===== config.mk =====
export PLATFORM = sky130hd
export DESIGN_NAME = cmd_packet_parser
export DESIGN_NICKNAME = d
export VERILOG_FILES = /design/src/rtl/cpp_pkg.sv /design/src/rtl/cpp_len_lut.sv /design/src/rtl/cpp_env_shadow.sv /design/src/rtl/cmd_packet_parser.sv
export SDC_FILE = /design/constraint.sdc
export NUM_CORES = 1
export LEC_CHECK = 0
export BUFFER_PORTS_ARGS = -buffer_cell sky130_fd_sc_hd__clkbuf_2
export CAP_MARGIN = 20
export CORE_MARGIN = 5
export CORE_UTILIZATION = 44
export DETAILED_ROUTE_END_ITERATION = 16
export MAX_ROUTING_LAYER = met4
export PLACE_DENSITY_LB_ADDON = 0.2
export RECOVER_POWER = 100
export SETUP_SLACK_MARGIN = 0.05
export SLEW_MARGIN = 10
export SYNTH_ARGS = -nofsm -noshare
export SYNTH_HDL_FRONTEND = slang
export SYNTH_SLANG_ARGS = --single-unit

===== constraint.sdc =====
create_clock -name clk -period 2.8 [get_ports clk]
set_input_delay 0.28 -clock clk [delete_from_list [all_inputs] [get_ports clk]]
set_output_delay 0.28 -clock clk [all_outputs]
set_load 0.01 [all_outputs]

===== src/rtl/cpp_pkg.sv =====
package cpp_pkg;
  localparam int unsigned WORD_W  = 32;
  localparam int unsigned ENV_NUM = 8;
  localparam int unsigned STAT_W  = 13;

  typedef enum logic {
    ST_GATHER = 1'b0,
    ST_REPLAY = 1'b1
  } parse_state_e;

  localparam logic [7:0] OP_XFER_WR = 8'hA0;
  localparam logic [7:0] OP_XFER_RD = 8'hC0;
endpackage


===== src/rtl/cpp_len_lut.sv =====
module cpp_len_lut (
  input  logic [7:0] op,
  output logic [3:0] extra
);
  always_comb begin
    extra = 4'd0;
    casez (op)
      8'h02: extra = 4'd2;
      8'b001?_????: begin
        case (op[4:2])
          3'd0: extra = 4'd3;
          3'd1: extra = 4'd6;
          3'd2: extra = 4'd4;
          3'd3: extra = 4'd8;
          3'd4: extra = 4'd5;
          3'd5: extra = 4'd8;
          3'd6: extra = 4'd7;
          default: extra = 4'd11;
        endcase
      end
      8'b01??_????: begin
        case (op[5:2])
          4'h0, 4'h1: extra = 4'd2;
          4'h2, 4'h3, 4'h4, 4'h5: extra = 4'd3;
          4'h6, 4'h7: extra = 4'd4;
          4'h8: extra = 4'd2;
          4'h9: extra = 4'd3;
          4'hA: extra = 4'd1;
          4'hB: extra = 4'd0;
          4'hC: extra = 4'd1;
          4'hD: extra = 4'd2;
          4'hE: extra = 4'd1;
          default: extra = 4'd2;
        endcase
      end
      8'h80: extra = 4'd3;
      8'hA0, 8'hC0: extra = 4'd2;
      default: extra = 4'd0;
    endcase
  end
endmodule


===== src/rtl/cpp_env_shadow.sv =====
module cpp_env_shadow
  import cpp_pkg::*;
(
  input  logic              clk,
  input  logic              rst_n,
  input  logic              wr_en,
  input  logic [2:0]        wr_idx,
  input  logic [WORD_W-1:0] wr_data,
  input  logic              tex_en,
  input  logic [8:0]        tex_bits,
  input  logic              refresh,
  output logic [STAT_W-1:0] status
);
  logic [WORD_W-1:0] env_q [ENV_NUM];
  logic [WORD_W-1:0] env_d [ENV_NUM];
  logic [STAT_W-1:0] status_q, status_d;

  always_comb begin
    for (int i = 0; i < ENV_NUM; i++) env_d[i] = env_q[i];
    if (wr_en) env_d[wr_idx] = wr_data;
    if (tex_en) env_d[1][8:0] = tex_bits;
    status_d = status_q;
    if (refresh) status_d = {env_d[6][1:0], env_d[1][10:0]};
  end

  always_ff @(posedge clk or negedge rst_n) begin
    if (!rst_n) begin
      for (int i = 0; i < ENV_NUM; i++) env_q[i] <= {8'hE0 + 8'(i), 24'h0};
      status_q <= '0;
    end else begin
      for (int i = 0; i < ENV_NUM; i++) env_q[i] <= env_d[i];
      status_q <= status_d;
    end
  end

  assign status = status_q;

  p_tex_field_r5: assert property (@(posedge clk) disable iff (!rst_n)
    tex_en |=> env_q[1][8:0] == $past(tex_bits));

  p_env_write_r4: assert property (@(posedge clk) disable iff (!rst_n)
    (wr_en && !tex_en) |=> env_q[$past(wr_idx)] == $past(wr_data));
endmodule


===== src/rtl/cmd_packet_parser.sv =====
module cmd_packet_parser
  import cpp_pkg::*;
#(
  parameter int unsigned MAX_WORDS = 12
) (
  input  logic        clk,
  input  logic        rst_n,
  input  logic        in_valid,
  input  logic [31:0] in_data,
  output logic        in_ready,
  output logic        pkt_valid,
  input  logic        pkt_ready,
  output logic [31:0] pkt_data,
  output logic        pkt_first,
  output logic        pkt_last,
  input  logic        xfer_busy,
  output logic        xfer_start,
  output logic        xfer_is_read,
  output logic [31:0] xfer_pos,
  output logic [31:0] xfer_size,
  output logic        xfer_wr_valid,
  output logic [31:0] xfer_wr_data,
  output logic        dirty_pulse,
  output logic [12:0] status_low
);
  localparam int unsigned IDX_W = $clog2(MAX_WORDS);
  localparam int unsigned LEN_W = IDX_W + 1;

  parse_state_e      state_q, state_d;
  logic [IDX_W-1:0]  cnt_q, cnt_d, rd_q, rd_d;
  logic [LEN_W-1:0]  len_q, len_d, len_now;
  logic [7:0]        op_q, op_d, op_now;
  logic [WORD_W-1:0] buf_q [MAX_WORDS];
  logic [3:0]        lut_extra;
  logic              accept, done, is_xfer;
  logic              xs_q, xs_d, xr_q, xr_d, dirty_q, dirty_d;
  logic [WORD_W-1:0] xpos_q, xpos_d, xsize_q, xsize_d;
  logic              env_wr, tex_en;
  logic [8:0]        tex_bits;

  cpp_len_lut u_lut (.op(in_data[31:24]), .extra(lut_extra));

  assign in_ready      = xfer_busy || (state_q == ST_GATHER);
  assign accept        = in_valid && !xfer_busy && (state_q == ST_GATHER);
  assign xfer_wr_valid = in_valid && xfer_busy;
  assign xfer_wr_data  = in_data;

  assign op_now  = (cnt_q == '0) ? in_data[31:24] : op_q;
  assign len_now = (cnt_q == '0) ? ({1'b0, lut_extra} + LEN_W'(1)) : len_q;
  assign done    = accept && (({1'b0, cnt_q} + LEN_W'(1)) == len_now);
  assign is_xfer = (op_now == OP_XFER_WR) || (op_now == OP_XFER_RD);

  assign env_wr   = accept && (cnt_q == '0) && (in_data[31:27] == 5'b11100);
  assign tex_en   = accept && (((cnt_q == IDX_W'(4)) && ((op_q & 8'hF4) == 8'h24)) ||
                               ((cnt_q == IDX_W'(5)) && ((op_q & 8'hF4) == 8'h34)));
  assign tex_bits = in_data[8:0];

  always_comb begin
    state_d = state_q;
    cnt_d   = cnt_q;
    rd_d    = rd_q;
    len_d   = len_q;
    op_d    = op_q;
    xs_d    = 1'b0;
    xr_d    = xr_q;
    xpos_d  = xpos_q;
    xsize_d = xsize_q;
    dirty_d = 1'b0;
    if (accept) begin
      if (cnt_q == '0) begin
        op_d  = in_data[31:24];
        len_d = len_now;
      end
      cnt_d = cnt_q + IDX_W'(1);
      if (done) begin
        cnt_d   = '0;
        dirty_d = (op_now >= 8'h02) && (op_now < 8'hC0);
        if (is_xfer) begin
          xs_d    = 1'b1;
          xr_d    = (op_now == OP_XFER_RD);
          xpos_d  = buf_q[1];
          xsize_d = in_data;
        end else begin
          state_d = ST_REPLAY;
          rd_d    = '0;
        end
      end
    end
    if (state_q == ST_REPLAY && pkt_ready) begin
      if (({1'b0, rd_q} + LEN_W'(1)) == len_q) state_d = ST_GATHER;
      else rd_d = rd_q + IDX_W'(1);
    end
  end

  always_ff @(posedge clk or negedge rst_n) begin
    if (!rst_n) begin
      state_q <= ST_GATHER;
      cnt_q   <= '0;
      rd_q    <= '0;
      len_q   <= '0;
      op_q    <= '0;
      xs_q    <= 1'b0;
      xr_q    <= 1'b0;
      xpos_q  <= '0;
      xsize_q <= '0;
      dirty_q <= 1'b0;
    end else begin
      state_q <= state_d;
      cnt_q   <= cnt_d;
      rd_q    <= rd_d;
      len_q   <= len_d;
      op_q    <= op_d;
      xs_q    <= xs_d;
      xr_q    <= xr_d;
      xpos_q  <= xpos_d;
      xsize_q <= xsize_d;
      dirty_q <= dirty_d;
    end
  end

  generate
    for (genvar g = 0; g < MAX_WORDS; g++) begin : g_buf
      always_ff @(posedge clk or negedge rst_n) begin
        if (!rst_n) buf_q[g] <= '0;
        else if (accept && (cnt_q == IDX_W'(g))) buf_q[g] <= in_data;
      end
    end
  endgenerate

  cpp_env_shadow u_env (
    .clk     (clk),
    .rst_n   (rst_n),
    .wr_en   (env_wr),
    .wr_idx  (in_data[26:24]),
    .wr_data (in_data),
    .tex_en  (tex_en),
    .tex_bits(tex_bits),
    .refresh (done),
    .status  (status_low)
  );

  assign pkt_valid    = (state_q == ST_REPLAY);
  assign pkt_data     = buf_q[rd_q];
  assign pkt_first    = pkt_valid && (rd_q == '0);
  assign pkt_last     = pkt_valid && (({1'b0, rd_q} + LEN_W'(1)) == len_q);
  assign xfer_start   = xs_q;
  assign xfer_is_read = xr_q;
  assign xfer_pos     = xpos_q;
  assign xfer_size    = xsize_q;
  assign dirty_pulse  = dirty_q;

  p_hold_r10: assert property (@(posedge clk) disable iff (!rst_n)
    (pkt_valid && !pkt_ready) |=> (pkt_valid && $stable(pkt_data) && $stable(pkt_last)));

  p_no_intake_r3: assert property (@(posedge clk) disable iff (!rst_n)
    (pkt_valid && !xfer_busy) |-> !in_ready);

  p_xfer_no_replay_r7: assert property (@(posedge clk) disable iff (!rst_n)
    xfer_start |-> !pkt_valid);

  p_bypass_r8: assert property (@(posedge clk) disable iff (!rst_n)
    (xfer_busy && !pkt_valid) |=> $stable(cnt_q));

  p_dirty_onecycle_r9: assert property (@(posedge clk) disable iff (!rst_n)
    (dirty_pulse && !$past(accept)) |-> 1'b0);
endmodule


Yosys cells after proc, flatten, opt, wreduce, memory -nomap -nowiden
Memories as Yosys holds them, arrays and structs flattened.
Cells that the tools add are included.
{"block": "classes", "add_sub_neg": 5, "eq_ne": 30, "n_mux": 28, "n_reduce_logical": 36, "bitwise": 3, "order_cmp": 5}
{"op": "256-bit bitwise mux", "count": 1}
{"op": "203-bit 2-to-1 mux", "count": 1}
{"op": "32-bit binary-select mux with 4-bit select", "count": 1}
{"op": "32-bit demux with 3-bit select", "count": 1}
{"op": "32-bit 2-to-1 mux", "count": 3}
{"op": "8-bit == test (second input constant)", "count": 5}
{"op": "1-bit logical AND", "count": 25}
{"op": "4-bit 2-to-1 mux", "count": 6}
{"op": "4-bit case mux with 6 select lines", "count": 1}
{"op": "4-bit by 3-bit == test with 1-bit output (second input constant)", "count": 4}
{"op": "4-bit == test (second input constant)", "count": 4}
{"op": "4-bit case mux with 4 select lines", "count": 1}
{"op": "4-bit by 1-bit adder with 5-bit output (second input constant)", "count": 3}
{"op": "5-bit by 3-bit == test with 1-bit output (second input constant)", "count": 2}
{"op": "5-bit == test", "count": 2}
{"op": "1-bit 2-to-1 mux", "count": 10}
{"op": "3-bit == test (second input constant)", "count": 3}
{"op": "9-bit 2-to-1 mux", "count": 1}
{"op": "4-bit by 1-bit adder with 4-bit output (second input constant)", "count": 2}
{"op": "4-bit by 2-bit == test with 1-bit output (second input constant)", "count": 2}
{"op": "8-bit by 2-bit == test with 1-bit output (second input constant)", "count": 1}
{"op": "8-bit by 2-bit greater-or-equal comparator with 1-bit output (second input constant)", "count": 1}
{"op": "4-bit zero test", "count": 2}
{"op": "8-bit < comparator (second input constant)", "count": 1}
{"op": "20 further kinds", "count": 24}
{"block": "totals", "n_memories": 1, "in_bits": 37, "romBits": 48, "regBits": 742, "out_inout_bits": 149, "word_cells": 141}
{"name": "(name not given)", "words": 16, "width": 3, "read_ports": 1, "rd_clocked_by_memory_dff": 0, "wr": 0, "line_no": "cpp_len_lut.sv:22", "source": "case (op[5:2])"}

Depth between registers and ports, before layout
{"block": "depth", "depth_word": 12, "depth_mapped": 16, "depth_no_buf": 12}

By module
From an unflattened synthesis, not the netlist that was laid out.
{"block": "hier_totals", "cells_unflattened": 1623, "hier_area_um2": 23202.3}
{"mod": "cmd_packet_parser", "seq_area_each_um2": 11836.4, "instances": 1, "area_each_um2": 21689.6, "cells_each": 1502}
{"mod": "cpp_env_shadow", "seq_area_each_um2": 650.6, "instances": 1, "area_each_um2": 1191.1, "cells_each": 76}
{"mod": "cpp_len_lut", "seq_area_each_um2": 0.0, "instances": 1, "area_each_um2": 321.6, "cells_each": 45}

Least setup slack after synthesis
No wires, ideal clock.
{"block": "synth_path", "path_type": "input-to-reg", "start": "input in_data[27]", "end": "register xpos_q[0], in the netlist xfer_pos[0]", "path_slack_ns": -1.040, "setup_time_ns": 0.125, "t_required_ns": 2.675, "path_stages": 16, "t_arrival_ns": 3.714, "path_buffers": 4, "path_cell_list": "inv_1 -> clkbuf_1 -> ha_1 -> nor2b_1 -> o21ba_1 -> or4_1 -> buf_2 -> ha_1 -> or3_1 -> a31oi_1 -> xnor2_1 -> nor4_4 -> nand2_1 -> buf_6 -> buf_6 -> mux2_4"}
{"block": "synth_via", "elab_chain_cells": 9, "word_cells_on_any_way": 25, "cone_classes": "1 x add/sub; 13 x eq/ne; 4 x mux; 6 x reduce/logical; 1 x memory"}
{"element": "start, declared", "line_no": "cmd_packet_parser.sv:9", "source": "input logic [31:0] in_data,"}
{"element": "3-bit by 2-bit == test with 1-bit output / 3-bit == test (equally long branches)", "line_no": "cpp_len_lut.sv:10", "source": "case (op[4:2])"}
{"element": "2-bit OR reduction (no line)"}
{"element": "4-bit case mux with 6 select lines", "line_no": "cpp_len_lut.sv:10"}
{"element": "4-bit case mux with 4 select lines", "line_no": "cpp_len_lut.sv:7", "source": "casez (op)"}
{"element": "4-bit by 1-bit adder with 5-bit output", "line_no": "cmd_packet_parser.sv:49", "source": "assign len_now = (cnt_q == '0) ? ({1'b0, lut_extra} + LEN_W'(1)) : len_q;"}
{"element": "5-bit 2-to-1 mux", "line_no": "cmd_packet_parser.sv:49"}
{"element": "5-bit == test", "line_no": "cmd_packet_parser.sv:50", "source": "assign done = accept && (({1'b0, cnt_q} + LEN_W'(1)) == len_now);"}
{"element": "1-bit logical AND", "line_no": "cmd_packet_parser.sv:50"}
{"element": "3-bit AND reduction (no line) *"}
{"element": "end signal, assigned", "line_no": "cmd_packet_parser.sv:115", "source": "xpos_q <= xpos_d;"}
{"element": "end, declared", "line_no": "cmd_packet_parser.sv:37", "source": "logic [WORD_W-1:0] xpos_q, xpos_d, xsize_q, xsize_d;"}
Every way passes the cells marked *; elsewhere a longest branch is shown, timed or not.
A chain may end at the register's enable or synchronous reset.

Final worst setup path
{"block": "layout_path", "start": "register rd_q[0]", "end": "output pkt_data[8]"}
{"block": "layout_via", "elab_chain_cells": 4}
{"element": "start, declared", "line_no": "cmd_packet_parser.sv:30", "source": "logic [IDX_W-1:0] cnt_q, cnt_d, rd_q, rd_d;"}
{"element": "start signal, assigned", "line_no": "cmd_packet_parser.sv:110", "source": "rd_q <= rd_d;"}
{"element": "4-bit NOT with 5-bit output (implied by the code)", "line_no": "cmd_packet_parser.sv:143", "source": "assign pkt_data = buf_q[rd_q];"}
{"element": "32-bit binary-select mux with 4-bit select", "line_no": "cmd_packet_parser.sv:143"}
{"element": "32-bit 2-to-1 mux (implied by the code) (2 in a row)", "line_no": "cmd_packet_parser.sv:143"}
{"element": "end, declared", "line_no": "cmd_packet_parser.sv:13", "source": "output logic [31:0] pkt_data,"}
Every way passes these cells. The select of a mux whose other input is x is not followed.

==> results.yml <==
critical_path:
  path_cells: "buf_12, bufbuf_16, mux4_2, mux2i_1, o22ai_2, clkbuf_2"
  crit_type: "flop to primary output"
  cp_top_family: "buffers and inverters"
  cp-start-kind: "flop"
  crit_path_end_kind: "primary output"
  cp.arrival_ps: 2540
  crit_fanout: 10
  slowest_delay_ps: 490
  cp_slowest_cell: "mux4_2"
  cp.required_ps: 2520
  r2r_setup_slack_ps: 120
  critPathBufInv: 3
yosys:
  ys_seq_area_frac: 0.550
  synth_cell_types: 51
  syn-num-nets: 1702
  syn_inst: 1650
  yosys-top-cells-area: "dfrtp_1 55%, mux2_2 17%, mux4_2 9.5%"
  ys_warn_count: 0
  synth_top_area_cell: "dfrtp_1"
  synth_top_area_frac: 0.550
  synth_edf_count: 0
  synth_seq_cells: 499
  ys.flop_type: "dfrtp_1"
  netlist_area_um2: 22700
  synth_most_common_cell: "dfrtp_1"
  syn_area_per_cell_um2: 13.8
  netlist_top_cells_count: "499 x dfrtp_1, 350 x mux2_2, 202 x nand2_1"
  async_reset_ff_frac: 1.00
cts:
  cts_tree: "yes"
  clk_path_buf_depth: 3
  clock_latency_ps: 590
  cts_made_buffers: 55
  htreeDepth: 2
  clock_sinks: 499
  path_clk_slew_ps: 60
  cts_root_buffer: "clkbuf_16"
sta:
  skew_ps: 22.2
  slew_violations: 0
  worstMarginPinSlew_ps: 1260
  maxSlewHeadroom: 0.161
  fmax_ghz: 0.354
  timing.final.crit_share: 1.01
  layout_setup_ws_ps: -24.3
  post-route-min-period_ps: 2820
  grt_setup_unrepaired: "yes"
  setup_viol: 2
  hold_viol_final: 0
floorplanning:
  core_region_area_um2: 51200
  rows: 83
  die_w_um: 237
  dieArea_um2: 56200
  initial_utilization: 0.443
  ios: 186
  die_h_um: 237
placement:
  hpwl_um: 35000
  io_buffers: 185
  dp.cells: 2450
  place_ws_ps: -744
  place_congestion: 0.810
grt:
  grt_usage: 0.210
  grt_overflow_total: 0
  grt_first_pass_wirelength_um: 90100
  grt_pass1_vias: 14991
  grt_antenna_before_repair: 1
  grt_max_degree: 88
layout:
  ff_latch_area_um2: 12500
  instances_no_fill: 2576
  layout.nets: 1907
  final_util: 0.525
  nFillCells: 4402
  drive_gt1_frac: 0.418
  multi_input_area_um2: 9510
  area_growth_pct: 18.5
route:
  wirelength_um: 57500
  via_per_inst: 5.46
  vias: 14077
  wire_per_inst_um: 22.3
  dr.pass1.iters: 5
  ant_nets: 0
  drc_errors: 0
  drtIter0Drc: 833
pwr:
  power.leakage_nw: 12.9
  powerDensity_nw_per_um2: 806
  peakVddDrop_mv: 0.476
  total_power_w: 0.0217
worst_hold_path:
  hold_path.class: "primary input to flop"
status:
  status: "finished with violations"
  violations: "setup timing"
job:
  max_cap_viol_count: 0
layer usage:
metal  vias up  share of wire  GRT usage
met5         -              0          -
met4         0          0.022     0.0497
met3        87          0.040     0.0331
met2       287           0.48      0.332
met1      7447           0.46      0.288
li1       6256              -          -
what timing repair did:
item | CTS | global route
hold buffers | 2 | 0
pin swaps | 3 | 7
hold endpoints to repair | 50 | 0
resized for setup | 26 | 42
setup buffers | 4 | 16
endpoints found under the setup margin | 115 | 116
gates cloned | 4 | 2
cells by family (layout without fill, tap and decap cells):
logic type / after synthesis / count (layout) / synth area share
muxes: 520 / 520 / 0.310
DFF: 499 / 499 / 0.550
and+or+nand+nor: 274 / 274 / 0.0530
buffers and inverters: 204 / 449 / 0.0410
AOI/OAI and AO/OA: 124 / 124 / 0.0321
adders and majority gates: 15 / 15 / 0.00827
xor gates and xnor gates: 14 / 14 / 0.00540
other: 0 / 1 / 0
area by class of cell:
type,count,share of cell area
flip-flops and latches,499,0.465
clock buffers,75,0.0585
multi-input cells,947,0.354
repair buffers,306,0.0753
inverters,46,0.00670
diodes,1,0.0000931
clock inverters,22,0.00949
well taps,680,0.0316
report_power, final:
group | leakage, nW | total, W | switching, W | internal [W]
Clock | 0.890 | 0.00729 | 0.00291 | 0.00438
Sequential | 6.72 | 0.00915 | 0.000650 | 0.00850
Combinational | 5.26 | 0.00523 | 0.00234 | 0.00290
worst min-delay path: stages:
cell and delay, ps:
buf_6 70, buf_4 150, mux2_4 150
cell usage in the layout (no fill, tap or decap), types with 4 or more instances in the layout:
cell type	synthesis	routed
o21ai_0	67	66
bufinv_16	0	5
buf_12	0	12
mux2_2	350	329
o22ai_1	34	31
ha_1	15	12
nor3_1	9	7
nand3_1	9	9
clkbuf_8	0	8
mux2i_1	36	36
buf_16	0	7
mux2_4	38	52
clkbuf_16	0	59
mux2_1	0	7
inv_1	46	43
xor2_1	6	5
clkbuf_4	0	13
nand2_2	0	9
clkinvlp_4	0	5
clkbuf_2	0	81
xnor2_1	8	8
nor2_1	15	14
buf_6	5	4
clkbuf_1	99	130
buf_4	32	60
clkinv_2	0	10
nand2_1	202	192
mux4_2	96	96
nor3b_1	7	5
nor2b_1	7	6
dfrtp_1	499	495
sequential cells by signal (all words and copies together), names as in the netlist:
| signal | flops |
|---|---|
| buf_q | 384 |
| op_q | 8 |
| dirty_pulse | 1 |
| xfer_size | 32 |
| xfer_is_read | 1 |
| xfer_start | 1 |
| cnt_q | 4 |
| pkt_valid | 1 |
| u_env.env_q | 13 |
| u_env.status | 13 |
| rd_q | 4 |
| len_q | 5 |
| xfer_pos | 32 |
path summary, 6_finish.rpt:
check	startpoint	to	depth (start not counted)
min reg2reg	buf_q[374]	buf_q[374]	2
min	in_data[26]	xfer_size[26]	3
max in group asynchronous	rst_n	xfer_pos[10]	3
max	rd_q[0]	pkt_data[8]	6
max reg2reg	pkt_valid	buf_q[182]	8
min in group asynchronous	rst_n	xfer_size[24]	2
through the flow:
stage / area, um^2 / setup TNS (ps) / hold WS (ps)
floorplan: 22800 / -38700 / -15.6
global placement: 24700 / -49600 / 222
detailed placement: 24700 / -58160 / 221
CTS: 26900 / -165 / 36.4
global route: 26900 / -6050 / 92.2
finish: 26900 / -38.3 / 100
Power figures use the tool's default switching activity.
